`config.mk`:
```
export PLATFORM = sky130hd
export DESIGN_NAME = gpio_ovr_port
export DESIGN_NICKNAME = d
export VERILOG_FILES = /design/src/rtl/gpio_ovr_pkg.sv /design/src/rtl/gpio_in_sync.sv /design/src/rtl/gpio_pin_mux.sv /design/src/rtl/gpio_bus_regs.sv /design/src/rtl/gpio_ovr_port.sv
export SDC_FILE = /design/constraint.sdc
export NUM_CORES = 1
export LEC_CHECK = 0
export BUFFER_PORTS_ARGS = -buffer_cell sky130_fd_sc_hd__buf_2
export CAP_MARGIN = 20
export CELL_PAD_IN_SITES_DETAIL_PLACEMENT = 1
export CELL_PAD_IN_SITES_GLOBAL_PLACEMENT = 2
export CORE_MARGIN = 5
export CORE_UTILIZATION = 26
export CTS_BUF_LIST = sky130_fd_sc_hd__clkbuf_8 sky130_fd_sc_hd__clkbuf_16
export CTS_CLUSTER_SIZE = 25
export DETAILED_ROUTE_END_ITERATION = 10
export PLACE_DENSITY_LB_ADDON = 0.1
export SETUP_SLACK_MARGIN = 0.02
export SYNTH_ARGS = -nofsm -noshare
export SYNTH_HDL_FRONTEND = slang
export SYNTH_SLANG_ARGS = --single-unit
export TNS_END_PERCENT = 100
```
`constraint.sdc`:
```
create_clock -name clk -period 3.25 [get_ports clk]
set_input_delay 0.1625 -clock clk [delete_from_list [all_inputs] [get_ports clk]]
set_output_delay 0.1625 -clock clk [all_outputs]
set_load 0.02 [all_outputs]
```
`src/rtl/gpio_ovr_pkg.sv`:
```
package gpio_ovr_pkg;

    // register offsets from the port base (two low address bits)
    localparam logic [1:0] OFS_DATA  = 2'd0;
    localparam logic [1:0] OFS_INPUT = 2'd1;
    localparam logic [1:0] OFS_DIR   = 2'd2;
    localparam logic [1:0] OFS_RSVD  = 2'd3;

    typedef enum logic [1:0] {
        SRC_INPUT = 2'd0,
        SRC_LATCH = 2'd1,
        SRC_TIMER = 2'd2,
        SRC_PWM   = 2'd3
    } drv_src_e;

    typedef enum logic [2:0] {
        SEL_NONE,
        SEL_DATA,
        SEL_INPUT,
        SEL_DIR,
        SEL_RSVD
    } reg_sel_e;

    typedef struct packed {
        logic oe;
        logic val;
    } pin_drv_t;

    // priority: PWM, then timer (only where wired), then software bit
    function automatic drv_src_e resolve_src(input logic pwm_on,
                                             input logic tmr_on,
                                             input logic dir_bit);
        if (pwm_on)       return SRC_PWM;
        else if (tmr_on)  return SRC_TIMER;
        else if (dir_bit) return SRC_LATCH;
        else              return SRC_INPUT;
    endfunction

    function automatic pin_drv_t drive_of(input drv_src_e src,
                                          input logic pwm_v,
                                          input logic tmr_v,
                                          input logic latch_v);
        pin_drv_t d;
        d.oe = (src != SRC_INPUT);
        unique case (src)
            SRC_PWM:   d.val = pwm_v;
            SRC_TIMER: d.val = tmr_v;
            SRC_LATCH: d.val = latch_v;
            default:   d.val = 1'b0;
        endcase
        return d;
    endfunction

endpackage

```
`src/rtl/gpio_in_sync.sv`:
```
module gpio_in_sync #(
    parameter int WIDTH = 8
) (
    input  logic             clk,
    input  logic             rst,
    input  logic [WIDTH-1:0] raw_in,
    output logic [WIDTH-1:0] sync_out
);
    for (genvar i = 0; i < WIDTH; i++) begin : g_bit
        logic stage1_q;
        logic stage2_q;
        always_ff @(posedge clk) begin
            if (rst) begin
                stage1_q <= 1'b0;
                stage2_q <= 1'b0;
            end else begin
                stage1_q <= raw_in[i];
                stage2_q <= stage1_q;
            end
        end
        assign sync_out[i] = stage2_q;
    end
endmodule

```
`src/rtl/gpio_pin_mux.sv`:
```
module gpio_pin_mux
    import gpio_ovr_pkg::*;
#(
    parameter int WIDTH  = 8,
    parameter int TMR_CH = WIDTH / 2
) (
    input  logic [WIDTH-1:0]  dir_bits,
    input  logic [WIDTH-1:0]  latch_bits,
    input  logic [WIDTH-1:0]  pwm_en,
    input  logic [WIDTH-1:0]  pwm_val,
    input  logic [TMR_CH-1:0] tmr_oc_en,
    input  logic [TMR_CH-1:0] tmr_oc_val,
    output logic [WIDTH-1:0]  oe,
    output logic [WIDTH-1:0]  out
);
    for (genvar i = 0; i < WIDTH; i++) begin : g_pin
        pin_drv_t drv;
        if ((i % 2) == 0) begin : g_even
            always_comb drv = drive_of(
                resolve_src(pwm_en[i], tmr_oc_en[i/2], dir_bits[i]),
                pwm_val[i], tmr_oc_val[i/2], latch_bits[i]);
        end else begin : g_odd
            always_comb drv = drive_of(
                resolve_src(pwm_en[i], 1'b0, dir_bits[i]),
                pwm_val[i], 1'b0, latch_bits[i]);
        end
        assign oe[i]  = drv.oe;
        assign out[i] = drv.val;
    end
endmodule

```
`src/rtl/gpio_bus_regs.sv`:
```
module gpio_bus_regs
    import gpio_ovr_pkg::*;
#(
    parameter int                WIDTH     = 8,
    parameter int                ADDR_W    = 16,
    parameter logic [ADDR_W-1:0] BASE_ADDR = 16'h0290
) (
    input  logic              clk,
    input  logic              rst,
    input  logic [ADDR_W-1:0] addr,
    input  logic              we,
    input  logic [WIDTH-1:0]  wdata,
    input  logic [WIDTH-1:0]  pad_sync,
    input  logic [WIDTH-1:0]  oe_eff,
    output logic [WIDTH-1:0]  rdata,
    output logic [WIDTH-1:0]  dir_q,
    output logic [WIDTH-1:0]  latch_q
);
    reg_sel_e sel;
    logic     in_window;

    assign in_window = (addr[ADDR_W-1:2] == BASE_ADDR[ADDR_W-1:2]);

    always_comb begin
        sel = SEL_NONE;
        if (in_window) begin
            unique case (addr[1:0])
                OFS_DATA:  sel = SEL_DATA;
                OFS_INPUT: sel = SEL_INPUT;
                OFS_DIR:   sel = SEL_DIR;
                OFS_RSVD:  sel = SEL_RSVD;
                default:   sel = SEL_NONE;
            endcase
        end
    end

    always_ff @(posedge clk) begin
        if (rst) begin
            dir_q   <= '0;
            latch_q <= '0;
        end else if (we) begin
            if (sel == SEL_DIR)  dir_q   <= wdata;
            if (sel == SEL_DATA) latch_q <= wdata;
        end
    end

    always_comb begin
        unique case (sel)
            SEL_DATA:  rdata = (latch_q & oe_eff) | (pad_sync & ~oe_eff);
            SEL_INPUT: rdata = pad_sync;
            SEL_DIR:   rdata = dir_q;
            default:   rdata = '0;
        endcase
    end
endmodule

```
`src/rtl/gpio_ovr_port.sv`:
```
module gpio_ovr_port
    import gpio_ovr_pkg::*;
#(
    parameter int                WIDTH     = 8,
    parameter int                ADDR_W    = 16,
    parameter logic [ADDR_W-1:0] BASE_ADDR = 16'h0290,
    localparam int               TMR_CH    = WIDTH / 2
) (
    input  logic              clk,
    input  logic              rst,
    input  logic [ADDR_W-1:0] bus_addr,
    input  logic              bus_we,
    input  logic [WIDTH-1:0]  bus_wdata,
    output logic [WIDTH-1:0]  bus_rdata,
    input  logic [WIDTH-1:0]  pad_in,
    input  logic [WIDTH-1:0]  pwm_en,
    input  logic [WIDTH-1:0]  pwm_val,
    input  logic [TMR_CH-1:0] tmr_oc_en,
    input  logic [TMR_CH-1:0] tmr_oc_val,
    output logic [WIDTH-1:0]  pad_oe,
    output logic [WIDTH-1:0]  pad_out
);
    logic [WIDTH-1:0] pad_sync;
    logic [WIDTH-1:0] dir_q;
    logic [WIDTH-1:0] latch_q;

    gpio_in_sync #(.WIDTH(WIDTH)) sync_i (
        .clk      (clk),
        .rst      (rst),
        .raw_in   (pad_in),
        .sync_out (pad_sync)
    );

    gpio_bus_regs #(
        .WIDTH     (WIDTH),
        .ADDR_W    (ADDR_W),
        .BASE_ADDR (BASE_ADDR)
    ) regs_i (
        .clk      (clk),
        .rst      (rst),
        .addr     (bus_addr),
        .we       (bus_we),
        .wdata    (bus_wdata),
        .pad_sync (pad_sync),
        .oe_eff   (pad_oe),
        .rdata    (bus_rdata),
        .dir_q    (dir_q),
        .latch_q  (latch_q)
    );

    gpio_pin_mux #(.WIDTH(WIDTH), .TMR_CH(TMR_CH)) mux_i (
        .dir_bits   (dir_q),
        .latch_bits (latch_q),
        .pwm_en     (pwm_en),
        .pwm_val    (pwm_val),
        .tmr_oc_en  (tmr_oc_en),
        .tmr_oc_val (tmr_oc_val),
        .oe         (pad_oe),
        .out        (pad_out)
    );
endmodule

```
* After elaboration in Yosys (flattened, before gate mapping) *
Index checks and enable logic that the tools add are counted.

word-level totals
  register bits = 32
  output and inout port bits = 24

cells by class
  equal/unequal tests = 27
  mux-type cells = 31
  bitwise logic cells = 4
  reduce and logical (&&, ||, !) cells = 11

operators by type and width
  operator                                         number
  == test 2 bit (second input constant)            14
  two-way mux 2 bit                                12
  case mux 8 bit (3 select lines)                  1
  == test 2 x 1 -> 1 bit (second input constant)   9
  AND 8 bit                                        2
  nonzero test 2 bit                               8
  == test 14 x 8 -> 1 bit (second input constant)  1
  case mux 1 bit (3 select lines)                  4
  case mux 3 bit (4 select lines)                  1
  two-way mux 1 bit                                8
  NOT 8 bit                                        1
  OR 8 bit                                         1
  case mux 1 bit (2 select lines)                  4
  == test 3 x 2 -> 1 bit (second input constant)   2
  AND reduction 2 bit                              2
  == test 3 x 1 -> 1 bit (second input constant)   1
  two-way mux 3 bit                                1
  zero test 2 bit                                  1

* Longest topological paths before layout *
Gate-level depths: netlist (run 1).

  word-level depth = 8
  gate-level depth with buffers = 8

* Cells and area by module *
From an unflattened synthesis (run 1), not the netlist that was laid out.

second synthesis, totals
  cell total of the unflattened synthesis = 200
  area total of the unflattened synthesis = 1804.2 um^2

modules (own cells, without submodules)
  module         times used  cells each  area an instance (um^2)  sequential area each (um^2)
  gpio_bus_regs  1           123         1084.8                   320.3
  gpio_in_sync   1           41          524.3                    320.3
  gpio_pin_mux   1           36          195.2                    0.0

* Worst setup path after synthesis (run 1) *
OpenSTA, ideal clock, no wires.

  path kind = input to output
  from = in bus_addr[0]
  to = out bus_rdata[3]
  arrival time = 1.948 ns
  required time = 3.087 ns
  path slack = 1.140 ns
  stages on the path = 8
  buffers on the path = 2
  cell sequence = inv_1 -> ha_1 -> or2_2 -> clkbuf_1 -> nor2_1 -> buf_6 -> o211ai_1 -> a31oi_1

between the ends
  cells in the longest elaborated chain, start to end = 5
  elaborated cells between the ends (all ways) = 10

ends and longest elaborated chain
  item                                                                     line                 text
  from (decl)                                                              gpio_ovr_port.sv:11  input logic [ADDR_W-1:0] bus_addr,
  == test 2 bit (tied with other cells)                                    gpio_bus_regs.sv:27  unique case (addr[1:0])
  case mux 3 bit (4 select lines) *                                        gpio_bus_regs.sv:27
  two-way mux 3 bit *                                                      gpio_bus_regs.sv:26  if (in_window) begin
  == test 3 x 2 -> 1 bit / == test 3 x 1 -> 1 bit (equally long branches)  gpio_bus_regs.sv:48  unique case (sel)
  case mux 8 bit (3 select lines) *                                        gpio_bus_regs.sv:48
  to (decl)                                                                gpio_ovr_port.sv:14  output logic [WIDTH-1:0] bus_rdata,

Mark *: on every way between the ends. The rest lies on a longest branch, timed or not.

* Worst setup path after layout (run 1) *
  from = in bus_addr[0]
  to = out bus_rdata[7]

Same word-level chain as after synthesis.

==> load_flow_metrics.sql, run 1 <==
INSERT INTO impl_metrics (metric_group, metric, value, unit) VALUES
('job', 'max_cap_violations', '0', ''),
('logic_synthesis', 'dominantRegCellSynth', 'sky130_fd_sc_hd__dfxtp_1', ''),
('global_route', 'groute.usage.overall', '14.1', '%'),
('die', 'rows', '29', ''),
('min_path', 'hold_path.class', 'input port to flop', ''),
('sta', 'setup_violations', '0', ''),
('critical_path', 'rr_startpoint', 'regs_i.dir_q[7]', ''),
('sta', 'max_slew_violation_total_from_the_final_report', '0', ''),
('cells_and_area', 'syn2layout_area_growth', '33.8', '%'),
('route', 'totalWireLength', '5.71', 'mm'),
('global_route', 'grt_first_pass_wirelength', '9.54', 'mm'),
('logic_synthesis', 'synth_enable_flop_cells', '0', ''),
('clock_network', 'worstSkewPairLatency', '270', 'ps'),
('logic_synthesis', 'seq_area_frac_synth', '38.2', '%'),
('logic_synthesis', 'synth.avg_cell_area', '8.13', 'um2'),
('sta', 'post-route-period-util', '66.1', '%'),
('logic_synthesis', 'post_synth_instance_area', '1680', 'um2'),
('logic_synthesis', 'synthDominantCellAreaShare', '38.2', '%'),
('min_path', 'holdCritStartpoint', 'pad_in[1]', ''),
('sta', 'setup_ws', '1100', 'ps'),
('placed_design', 'place_congestion', '0.694', ''),
('sta', 'grt_setup_unrepaired', 'false', ''),
('route', 'drt_first_iter_violations', '49', ''),
('global_route', 'globalRoute.totalOverflow', '0', ''),
('die', 'floorplan.die.height', '90.3', 'um'),
('clock_network', 'cts_num_sinks', '32', ''),
('cells_and_area', 'antenna_cells', '0', ''),
('clock_network', 'ctsResizeCount', '0', ''),
('critical_path', 'worst_setup_path_startpoint', 'bus_addr[0]', ''),
('sta', 'min_period', '2150', 'ps'),
('logic_synthesis', 'ys_top_cells_by_area', 'sky130_fd_sc_hd__dfxtp_1 38%, sky130_fd_sc_hd__o21ai_0 9.3%, sky130_fd_sc_hd__a21oi_1 6.9%', ''),
('status', 'run_status', 'completed', ''),
('route', 'detail_route.vias_per_cell', '4.93', ''),
('power_and_ir_drop', 'intPower', '651', 'uW'),
('power_and_ir_drop', 'share_comb_of_total_power', '16.5', '%'),
('critical_path', 'worstSetupEndpointType', 'output port', ''),
('clock_network', 'clkTransAtPathRegs', '60', 'ps'),
('logic_synthesis', 'yosysWarningCount', '0', ''),
('sta', 'slew_headroom', '42.7', '%'),
('logic_synthesis', 'ys_types', '32', ''),
('logic_synthesis', 'synth.cells.most_frequent', '32 x sky130_fd_sc_hd__dfxtp_1, 31 x sky130_fd_sc_hd__o21ai_0, 23 x sky130_fd_sc_hd__a21oi_1', ''),
('power_and_ir_drop', 'vdd_ir_drop_max', '0.000169', 'V'),
('sta', 'timing.clock.skew', '1.03', 'ps'),
('power_and_ir_drop', 'switching_share', '25.6', '%'),
('critical_path', 'path_class', 'input port to output port', ''),
('placed_design', 'place.detailed.hpwl', '4.33', 'mm'),
('clock_network', 'hold_bufs_at_cts', '0', ''),
('critical_path', 'cp-start-kind', 'input port', ''),
('power_and_ir_drop', 'netSwitchingPower', '224', 'uW'),
('clock_network', 'cts-buffers-inserted', '5', ''),
('sta', 'final_hold_viol_count', '0', ''),
('die', 'core_area', '6310', 'um2'),
('clock_network', 'max-clock-path-buffers', '2', ''),
('global_route', 'antenna_violations_before_repair', '0', ''),
('clock_network', 'tritoncts', 'built', ''),
('route', 'drc', '0', ''),
('die', 'die_area', '8150', 'um2'),
('logic_synthesis', 'synth_register_bits', '32', ''),
('critical_path', 'crit_path_max_fanout', '11', ''),
('power_and_ir_drop', 'power.total', '875', 'uW'),
('logic_synthesis', 'yosysMostFrequentCell', 'sky130_fd_sc_hd__dfxtp_1', ''),
('route', 'detail-route-antenna-nets', '0', ''),
('placed_design', 'port_buf_inserts', '82', ''),
('route', 'drt_first_pass_iters', '4', ''),
('critical_path', 'critical_path_arrival', '1990', 'ps'),
('clock_network', 'post_cts.repair.setup_buffers', '0', ''),
('cells_and_area', 'drive_gt1_share', '37.3', '%'),
('die', 'floorplan.initialDensity', '26.5', '%'),
('placed_design', 'preCtsSetupSlack', '1070', 'ps'),
('critical_path', 'required_time_of_the_worst_setup_path', '3090', 'ps'),
('route', 'vias', '1796', '');
metrics by stage:
step	std cells	util (%)	hold slack, ps	instance area (um2)
global route	364	35.5	97.7	2240
global placement	357	34.0	370	2140
detailed placement	357	34.0	379	2140
finish	364	35.5	94.9	2240
floorplan	206	-	234	1680
CTS	364	35.5	88.6	2240
cell type report:
type	count	area, um2	share of cell area, %
sequential	32	641	28.6
timing repair buffer	87	448	20.0
tap	77	96.3	4.30
clock buffer	7	96.3	4.30
multi-input combinational	159	952	42.5
inverter	2	7.51	0.335
metal layers:
metal  track usage, %  vias up  share of wire (%)  routed length, um
li1                 -      910                  -                  -
met1             17.4      825                 44               2520
met2             24.0       59                 49               2800
met3             4.25        2                6.5                369
met4             3.35        0               0.35                 20
met5                0        -                  0                  0
cells by family (layout without fill, tap and decap cells):
family | count (synthesis) | count (layout) | synth area share (%)
muxes | 1 | 1 | 0.672
AOI/OAI and AO/OA | 66 | 66 | 21.6
DFF | 32 | 32 | 38.2
buffers and inverters | 15 | 96 | 4.93
adders and majority gates | 3 | 3 | 2.24
and+or+nand+nor | 89 | 89 | 32.3
path summary, 6_finish.rpt:
check	endpoint	slack, ps	cells past startpoint
setup / recovery	bus_rdata[7]	1100	10
hold / removal	sync_i.g_bit[1].stage1_q	90	2
setup reg to reg	regs_i.dir_q[7]	2540	2
hold reg to reg	sync_i.g_bit[2].stage2_q	440	1
critical path: stages:
cell                      delay (ps)
sky130_fd_sc_hd__buf_2           110
sky130_fd_sc_hd__inv_1            70
sky130_fd_sc_hd__ha_1            180
sky130_fd_sc_hd__nor2_1           60
sky130_fd_sc_hd__buf_4           170
sky130_fd_sc_hd__nor3b_2         540
sky130_fd_sc_hd__buf_4           270
sky130_fd_sc_hd__nand2_1          60
sky130_fd_sc_hd__a31oi_1         160
sky130_fd_sc_hd__buf_2           200
state kept, by name, indices dropped and copies added (netlist names):
signal	flops
regs_i.dir_q	8
regs_i.latch_q	8
sync_i.g_bit.stage2_q	8
sync_i.g_bit.stage1_q	8
layout by cell type, fill, tap and decap left out, types with 2 or more instances in the layout:
master                     count
sky130_fd_sc_hd__nor3_1        7
sky130_fd_sc_hd__buf_2        82
sky130_fd_sc_hd__a31oi_1       4
sky130_fd_sc_hd__a32oi_1       3
sky130_fd_sc_hd__clkbuf_8      7
sky130_fd_sc_hd__nor2b_1      16
sky130_fd_sc_hd__o211ai_1      4
sky130_fd_sc_hd__nand2_1      20
sky130_fd_sc_hd__a21oi_1      23
sky130_fd_sc_hd__nor2_1        9
sky130_fd_sc_hd__o21ai_0      31
sky130_fd_sc_hd__buf_4         5
sky130_fd_sc_hd__dfxtp_1      32
sky130_fd_sc_hd__or2_2         6
sky130_fd_sc_hd__ha_1          3
sky130_fd_sc_hd__nand4_1      16
sky130_fd_sc_hd__or3_1         4
sky130_fd_sc_hd__inv_1         2
power groups by stage:
| stage | registers [mW] | clock network, mW | logic [mW] |
|---|---|---|---|
| 2_1_floorplan | 0.411 | 0 | 0.0737 |
| 3_3_place_gp | 0.412 | 0 | 0.144 |
| 3_5_place_dp | 0.412 | 0 | 0.146 |
| 4_1_cts | 0.403 | 0.338 | 0.147 |
| 5_1_grt | 0.404 | 0.353 | 0.160 |
| 6_report | 0.403 | 0.327 | 0.145 |
Note: power is estimated with default switching activity, not from simulation.
==> inputs of run 2 (changes only) <==
- ABC_AREA: unset -> 1
- CORE_UTILIZATION: 26 -> 24
- clock period: 3.25 -> 2.2 ns (I/O delays scaled with it)
==> run 2 against run 1 <==
  * Global-route usage decreased by 1.7 points
  * Sequential power rose by 49%
  * Critical path type unchanged
  * Largest power group unchanged
  * Area after synthesis grew 16%
  * Die area grew 22%
  * Critical endpoint unchanged
  * Clock power grew 68%
  * Worst setup slack got worse by 560 ps
  * Final cell count increased by 31%
  * Register-to-register slack got worse by 1000 ps
==> load_flow_metrics.sql, run 2 <==
INSERT INTO impl_metrics (metric_group, metric, value, unit) VALUES
('status', 'run_status', 'completed', ''),
('cells_and_area', 'multi_input_comb_area', '1060', 'um2'),
('sta', 'slew_headroom', '68.5', '%'),
('job', 'max_cap_violations', '0', ''),
('logic_synthesis', 'synth_enable_flop_cells', '0', ''),
('logic_synthesis', 'synth_largest_area_cell', 'sky130_fd_sc_hd__dfxtp_1', ''),
('cells_and_area', 'layout_commonest_cell', 'sky130_fd_sc_hd__buf_2', ''),
('logic_synthesis', 'seq_area_frac_synth', '33.1', '%'),
('critical_path', 'required_time_of_the_worst_setup_path', '2090', 'ps'),
('cells_and_area', 'antenna_cells', '0', ''),
('min_path', 'whs_path_depth', '3', ''),
('power_and_ir_drop', 'vdd_ir_drop_max', '0.000312', 'V'),
('route', 'totalWireLength', '6.01', 'mm'),
('sta', 'highest_clock_frequency_the_design_can_meet', '602', 'MHz'),
('clock_network', 'max-clock-path-buffers', '2', ''),
('placed_design', 'place.detailed.hpwl', '4.81', 'mm'),
('route', 'detail_route.vias_per_cell', '4.25', ''),
('critical_path', 'rr_worst_depth', '2', ''),
('clock_network', 'hold_bufs_at_cts', '0', ''),
('global_route', 'first_global_vias', '2119', ''),
('sta', 'fin_setup_tns', '0', 'ps'),
('die', 'die_width', '99.9', 'um'),
('cells_and_area', 'layoutNonFillerInstCount', '477', ''),
('cells_and_area', 'final_design_area_no_fill', '2560', 'um2'),
('route', 'vias', '2025', ''),
('critical_path', 'critical_path_arrival', '1550', 'ps'),
('placed_design', 'place_congestion', '0.775', ''),
('logic_synthesis', 'synth.net_count', '352', ''),
('cells_and_area', 'most-common-layout-cells', '82 x sky130_fd_sc_hd__buf_2, 60 x sky130_fd_sc_hd__nand2_1, 58 x sky130_fd_sc_hd__nor2_1', ''),
('logic_synthesis', 'compound_gate_portion_of_the_synthesized_area', '3.81', '%'),
('global_route', 'globalRouteMet2Util', '21.0', '%'),
('logic_synthesis', 'synthDominantCellAreaShare', '33.1', '%'),
('die', 'die_area', '9970', 'um2'),
('logic_synthesis', 'synth_top_family_by_area', 'simple AND/OR/NAND/NOR gates', ''),
('sta', 'post-route-period-util', '75.5', '%'),
('die', 'rows', '32', ''),
('sta', 'timing.clock.skew', '2.18', 'ps'),
('logic_synthesis', 'synth-simple-area-share', '43.5', '%'),
('route', 'drc', '0', ''),
('critical_path', 'worstSetupEndpointType', 'output port', ''),
('critical_path', 'rr_endpoint', 'regs_i.latch_q[2]', ''),
('global_route', 'met1_usage', '15.6', '%'),
('critical_path', 'rr_startpoint', 'regs_i.latch_q[2]', ''),
('logic_synthesis', 'synth_register_bits', '32', ''),
('clock_network', 'post_cts.repair.setup_buffers', '0', ''),
('die', 'floorplan.die.height', '99.9', 'um'),
('critical_path', 'cp_num_buf_inv', '4', ''),
('global_route', 'globalRoute.busiestLayer', 'met2', ''),
('clock_network', 'htree_levels', '2', ''),
('logic_synthesis', 'dominantRegCellSynth', 'sky130_fd_sc_hd__dfxtp_1', ''),
('clock_network', 'clkTransAtPathRegs', '70', 'ps'),
('critical_path', 'worst-r2r-setup-slack', '1530', 'ps'),
('clock_network', 'cts_num_sinks', '32', ''),
('route', 'detail-route-antenna-nets', '0', ''),
('logic_synthesis', 'synth.avg_cell_area', '6.68', 'um2'),
('clock_network', 'clock_tree.root_cell', 'sky130_fd_sc_hd__clkbuf_8', ''),
('power_and_ir_drop', 'power.density', '533', 'nW/um2'),
('global_route', 'grt_first_pass_wirelength', '9.98', 'mm'),
('critical_path', 'cpMostUsedCell', 'sky130_fd_sc_hd__buf_2', ''),
('cells_and_area', 'drive_gt1_share', '32.8', '%'),
('critical_path', 'path_class', 'input port to output port', ''),
('global_route', 'grt_start_max_net_pins', '18', ''),
('min_path', 'hold_path.class', 'input port to flop', ''),
('cells_and_area', 'num-fill-cells', '1030', ''),
('logic_synthesis', 'ys_top_cells_by_area', 'sky130_fd_sc_hd__dfxtp_1 33%, sky130_fd_sc_hd__nand2_1 12%, sky130_fd_sc_hd__nor2_1 11%', ''),
('placed_design', 'postPlaceCellArea', '2450', 'um2'),
('clock_network', 'tritoncts', 'built', ''),
('clock_network', 'ctsResizeCount', '0', ''),
('die', 'ios', '83', ''),
('logic_synthesis', 'post_synth_xor_area_fraction', '0', '%'),
('logic_synthesis', 'syn_inst', '290', ''),
('power_and_ir_drop', 'power.static_leakage', '1.38', 'nW'),
('logic_synthesis', 'synth.cells.most_frequent', '60 x sky130_fd_sc_hd__nand2_1, 58 x sky130_fd_sc_hd__nor2_1, 48 x sky130_fd_sc_hd__inv_1', ''),
('die', 'floorplan.initialDensity', '24.8', '%'),
('clock_network', 'worstSkewPairLatency', '280', 'ps'),
('route', 'drt_first_pass_iters', '4', ''),
('sta', 'tightestPinTransition', '471', 'ps'),
('sta', 'setup_violations', '0', ''),
('critical_path', 'crit_path_max_fanout', '11', ''),
('global_route', 'antenna_violations_before_repair', '0', ''),
('sta', 'final_hold_viol_count', '0', ''),
('global_route', 'groute.usage.overall', '12.4', '%'),
('die', 'core_area', '7810', 'um2'),
('sta', 'grt_setup_unrepaired', 'false', ''),
('logic_synthesis', 'yosysMostFrequentCell', 'sky130_fd_sc_hd__nand2_1', ''),
('route', 'detail_route.wl_per_cell', '12.6', 'um'),
('sta', 'min_period', '1660', 'ps'),
('route', 'drt_first_iter_violations', '51', ''),
('logic_synthesis', 'yosysWarningCount', '0', ''),
('critical_path', 'critPathTopFamily', 'simple AND/OR/NAND/NOR gates', ''),
('critical_path', 'critical_path_slowest_stage_cell', 'sky130_fd_sc_hd__ha_1', ''),
('critical_path', 'cp-start-kind', 'input port', ''),
('logic_synthesis', 'ys_types', '26', ''),
('logic_synthesis', 'synthMuxAreaShare', '5.42', '%'),
('logic_synthesis', 'synth_adder_area_share', '1.94', '%'),
('global_route', 'grt_use_met3', '2.92', '%'),
('placed_design', 'numPlacedInstances', '469', ''),
('min_path', 'holdCritStartpoint', 'pad_in[6]', ''),
('global_route', 'globalRoute.totalOverflow', '0', ''),
('critical_path', 'path_cells', 'buf_2 -> inv_1 -> ha_1 -> nor2_2 -> nand2_4 -> inv_6 -> nand2_1 -> nand3_1 -> buf_2', ''),
('critical_path', 'cpPeakStageDelay', '440', 'ps'),
('sta', 'max_slew_violation_total_from_the_final_report', '0', ''),
('logic_synthesis', 'synth_async_sr_flop_share', '0', '%'),
('cells_and_area', 'finalNetCount', '436', ''),
('cells_and_area', 'syn2layout_area_growth', '32.1', '%'),
('cells_and_area', 'seqCellArea', '641', 'um2'),
('min_path', 'whs_endpoint', 'sync_i.g_bit[6].stage1_q', ''),
('logic_synthesis', 'post_synth_instance_area', '1940', 'um2'),
('placed_design', 'port_buf_inserts', '82', ''),
('clock_network', 'cts-buffers-inserted', '5', '');
-- run 2: final cells by class --
| cell class | count | area share [%] |
|---|---|---|
| clock inverters | 3 | 1.51 |
| inverters | 52 | 7.82 |
| well taps | 102 | 4.98 |
| repair buffers | 84 | 16.6 |
| clock buffers | 5 | 2.69 |
| multi-input cells | 199 | 41.4 |
| flip-flops and latches | 32 | 25.0 |
-- run 2: worst max-delay path by stage --
| stage | start | end | cells past startpoint |
|---|---|---|---|
| 6_report | bus_addr[0] | bus_rdata[7] | 9 |
| 3_3_place_gp | bus_addr[0] | bus_rdata[7] | 9 |
| 2_1_floorplan | bus_addr[0] | bus_rdata[3] | 9 |
| 5_1_grt | bus_addr[0] | bus_rdata[3] | 9 |
| 3_5_place_dp | bus_addr[0] | bus_rdata[7] | 9 |
| 4_1_cts | bus_addr[0] | bus_rdata[7] | 9 |
-- run 2: cells by family after synthesis --
kind of cell	count (synthesis)
buf+inv	59
flops	32
simple gates	172
fa+ha+maj	3
mux	10
compound gates	14
-- run 2: tightest hold or removal path: cells and delay by family --
kind / cells / cell delay, ps
AND/OR/NAND/NOR: 1 / 60
buffers and inverters: 2 / 100
-- run 2: through the flow --
| step | utilization [%] | setup slack [ps] | power (mW) | hold slack, ps |
|---|---|---|---|---|
| final | 32.8 | 539 | 1.37 | 22.0 |
| after global routing | 32.8 | 424 | 1.44 | 25.3 |
| after CTS | 32.8 | 521 | 1.40 | 10.1 |
| after detailed placement | 31.4 | 525 | 0.834 | 319 |
| after global placement | 31.4 | 568 | 0.829 | 310 |
| after floorplan | - | 812 | 0.728 | 217 |
-- run 2: power breakdown --
part	switching, mW	internal (mW)	total [mW]
registers	0.00604	0.593	0.599
clock network	0.218	0.331	0.550
logic	0.132	0.0859	0.217
-- run 2: per-layer routing --
layer / vias to the layer above / share of wire (%)
met5: - / 0
met4: 0 / 1.0
met3: 7 / 6.1
met2: 53 / 45
met1: 901 / 48
li1: 1064 / -
==> inputs of run 3 (changes only) <==
- ABC_AREA: 1 -> 0
- CORE_UTILIZATION: 24 -> 22
- clock period: 2.2 -> 1.52 ns (I/O delays scaled with it)
==> run 3 against run 2 <==
  * The run now ends with setup timing left
  * Routed wire length increased by 6.9%
  * Worst setup slack got worse by 840 ps
  * Global-route usage increased by 1.3 points
  * Sequential share of layout area is 2.3 points lower
  * Critical path depth fell by 4
  * Via count down 3.8%
  * First-iteration DRC count fell by 37%
  * Power up 54%
  * Combinational power up 100%
  * Critical path type is now flop to output port
  * Largest cell class unchanged
  * Largest power group unchanged
==> load_flow_metrics.sql, run 3 (synthesis results as in run 1) <==
INSERT INTO impl_metrics (metric_group, metric, value, unit) VALUES
('critical_path', 'rr_startpoint', 'regs_i.dir_q[5]', ''),
('power_and_ir_drop', 'power.total', '2.10', 'mW'),
('sta', 'setup_violations', '4', ''),
('power_and_ir_drop', 'power.density', '740', 'nW/um2'),
('critical_path', 'worst-r2r-setup-slack', '760', 'ps'),
('power_and_ir_drop', 'vdd_ir_drop_max', '0.000369', 'V'),
('sta', 'grt_setup_unrepaired', 'true', ''),
('sta', 'timing.clock.skew', '0.366', 'ps'),
('die', 'core_area', '7330', 'um2'),
('sta', 'tightestPinTransition', '608', 'ps'),
('power_and_ir_drop', 'share_comb_of_total_power', '21.2', '%'),
('placed_design', 'port_buf_inserts', '82', ''),
('sta', 'fin_setup_tns', '-346', 'ps'),
('global_route', 'groute.usage.overall', '13.7', '%'),
('power_and_ir_drop', 'switching_share', '25.8', '%'),
('route', 'detail_route.wl_per_cell', '15.2', 'um'),
('sta', 'worst_hold_slack_across_all_endpoints', '11.4', 'ps'),
('placed_design', 'postPlaceCellArea', '2460', 'um2'),
('critical_path', 'critical_path_slowest_stage_cell', 'sky130_fd_sc_hd__or3_4', ''),
('clock_network', 'tritoncts', 'built', ''),
('critical_path', 'worst_setup_path_startpoint', 'regs_i.dir_q[6]', ''),
('cells_and_area', 'drive_gt1_share', '51.1', '%'),
('cells_and_area', 'antenna_cells', '0', ''),
('die', 'ios', '83', ''),
('cells_and_area', 'syn2layout_area_growth', '69.4', '%'),
('route', 'drt_first_iter_violations', '32', ''),
('critical_path', 'critPathTopFamily', 'simple AND/OR/NAND/NOR gates', ''),
('critical_path', 'required_time_of_the_worst_setup_path', '1440', 'ps'),
('critical_path', 'rr_worst_depth', '3', ''),
('status', 'violations_in_the_final_reports', 'setup timing', ''),
('die', 'floorplan.die.height', '97.3', 'um'),
('power_and_ir_drop', 'seq_power_share', '41.1', '%'),
('die', 'rows', '31', ''),
('route', 'vias', '1949', ''),
('clock_network', 'cts-buffers-inserted', '5', ''),
('power_and_ir_drop', 'power.static_leakage', '1.12', 'nW'),
('critical_path', 'rr_endpoint', 'regs_i.dir_q[5]', ''),
('cells_and_area', 'layout_commonest_cell', 'sky130_fd_sc_hd__buf_2', ''),
('critical_path', 'path_class', 'flop to output port', ''),
('cells_and_area', 'most-common-layout-cells', '72 x sky130_fd_sc_hd__buf_2, 31 x sky130_fd_sc_hd__buf_4, 30 x sky130_fd_sc_hd__dfxtp_1', ''),
('placed_design', 'place.detailed.hpwl', '4.85', 'mm'),
('sta', 'max_slew_violation_total_from_the_final_report', '0', ''),
('job', 'max_cap_violations', '0', ''),
('global_route', 'antenna_violations_before_repair', '0', ''),
('global_route', 'first_global_vias', '2138', ''),
('critical_path', 'critical_path_arrival', '1750', 'ps'),
('sta', 'final_hold_viol_count', '0', ''),
('critical_path', 'worstSetupEndpointType', 'output port', ''),
('clock_network', 'clock_tree.root_cell', 'sky130_fd_sc_hd__clkbuf_8', ''),
('min_path', 'hold_path.class', 'input port to flop', ''),
('status', 'run_status', 'finished, violations left', ''),
('clock_network', 'max-clock-path-buffers', '2', ''),
('die', 'die_area', '9460', 'um2'),
('sta', 'setup_ws', '-305', 'ps'),
('placed_design', 'place_congestion', '0.736', ''),
('route', 'drt_first_pass_iters', '4', ''),
('power_and_ir_drop', 'netSwitchingPower', '542', 'uW'),
('cells_and_area', 'final_design_area_no_fill', '2840', 'um2'),
('critical_path', 'path_cells', 'or3_4 -> mux2_2 -> a222oi_1 -> nor2_2 -> buf_6', ''),
('global_route', 'grt_start_max_net_pins', '33', ''),
('power_and_ir_drop', 'p_clk_share', '37.7', '%'),
('cells_and_area', 'finalNetCount', '384', ''),
('critical_path', 'cp_num_buf_inv', '1', ''),
('cells_and_area', 'multi_input_comb_area', '1120', 'um2'),
('clock_network', 'htree_levels', '2', ''),
('route', 'totalWireLength', '6.42', 'mm'),
('global_route', 'globalRoute.totalOverflow', '0', ''),
('global_route', 'grt_first_pass_wirelength', '10.7', 'mm'),
('critical_path', 'cpPeakStageDelay', '330', 'ps'),
('cells_and_area', 'seqCellArea', '643', 'um2'),
('route', 'drc', '0', ''),
('route', 'detail_route.vias_per_cell', '4.62', ''),
('critical_path', 'critical_path.endpoint', 'bus_rdata[6]', ''),
('die', 'floorplan.initialDensity', '22.9', '%'),
('critical_path', 'crit_path_max_fanout', '2', ''),
('sta', 'post-route-period-util', '120', '%'),
('sta', 'highest_clock_frequency_the_design_can_meet', '548', 'MHz'),
('sta', 'slew_headroom', '59.5', '%'),
('cells_and_area', 'layoutNonFillerInstCount', '422', ''),
('critical_path', 'cp-start-kind', 'flop', ''),
('clock_network', 'cts_num_sinks', '32', ''),
('route', 'detail-route-antenna-nets', '0', ''),
('die', 'die_width', '97.3', 'um'),
('placed_design', 'numPlacedInstances', '403', ''),
('critical_path', 'worst-path-stages', '5', ''),
('power_and_ir_drop', 'intPower', '1.56', 'mW'),
('sta', 'min_period', '1820', 'ps'),
('clock_network', 'clkTransAtPathRegs', '70', 'ps'),
('cells_and_area', 'num-fill-cells', '900', ''),
('clock_network', 'worstSkewPairLatency', '280', 'ps');
==> run 3: area by class of cell <==
cell class / count / area share (%)
well taps: 99 / 4.37
repair buffers: 122 / 29.0
inverters: 2 / 0.617
clock buffers: 5 / 2.43
clock inverters: 3 / 1.37
multi-input cells: 159 / 39.6
flip-flops and latches: 32 / 22.7
==> run 3: worst min path at each step <==
stage | from | endpoint | slack [ps] | depth (start not counted)
after floorplan | rst | sync_i.g_bit[4].stage1_q | 150 | 1
after global placement | pad_in[7] | sync_i.g_bit[7].stage1_q | 280 | 2
after detailed placement | pad_in[6] | sync_i.g_bit[6].stage1_q | 290 | 2
after CTS | pad_in[4] | sync_i.g_bit[4].stage1_q | 5 | 2
after global routing | pad_in[4] | sync_i.g_bit[4].stage1_q | 30 | 2
final | pad_in[4] | sync_i.g_bit[4].stage1_q | 10 | 2
==> run 3: per-layer routing <==
metal	routed length [um]	global-route usage, %
met3	372	3.95
met5	0	0
met4	103	4.15
met1	2910	16.8
met2	3040	23.2
==> run 3: metrics by stage <==
stage	utilization (%)	setup slack (ps)
6_report	38.7	-305
2_1_floorplan	-	-23.1
3_5_place_dp	33.5	-225
5_1_grt	38.7	-384
3_3_place_gp	33.5	-201
4_1_cts	38.0	-324
==> run 3: power groups by stage <==
stage	clock [mW]	combinational [mW]	sequential, mW
6_report	0.792	0.444	0.864
2_1_floorplan	0	0.181	0.879
4_1_cts	0.819	0.437	0.863
3_3_place_gp	0	0.376	0.882
5_1_grt	0.856	0.485	0.865
3_5_place_dp	0	0.381	0.883
==> run 3: repair_timing <==
action,CTS,global route
buffers inserted,3,1
hold buffers,7,0
endpoints found under the hold margin,7,0
endpoints found under the setup margin,8,8
gates resized for setup,44,11
pin swaps,20,10
==> run 3: worst reg2reg max path: cells and delay by family (launching register included) <==
family / cells / cell delay, ps
AO/OA/AOI/OAI: 2 / 230
flip-flops: 1 / 330
buffers and inverters: 1 / 120
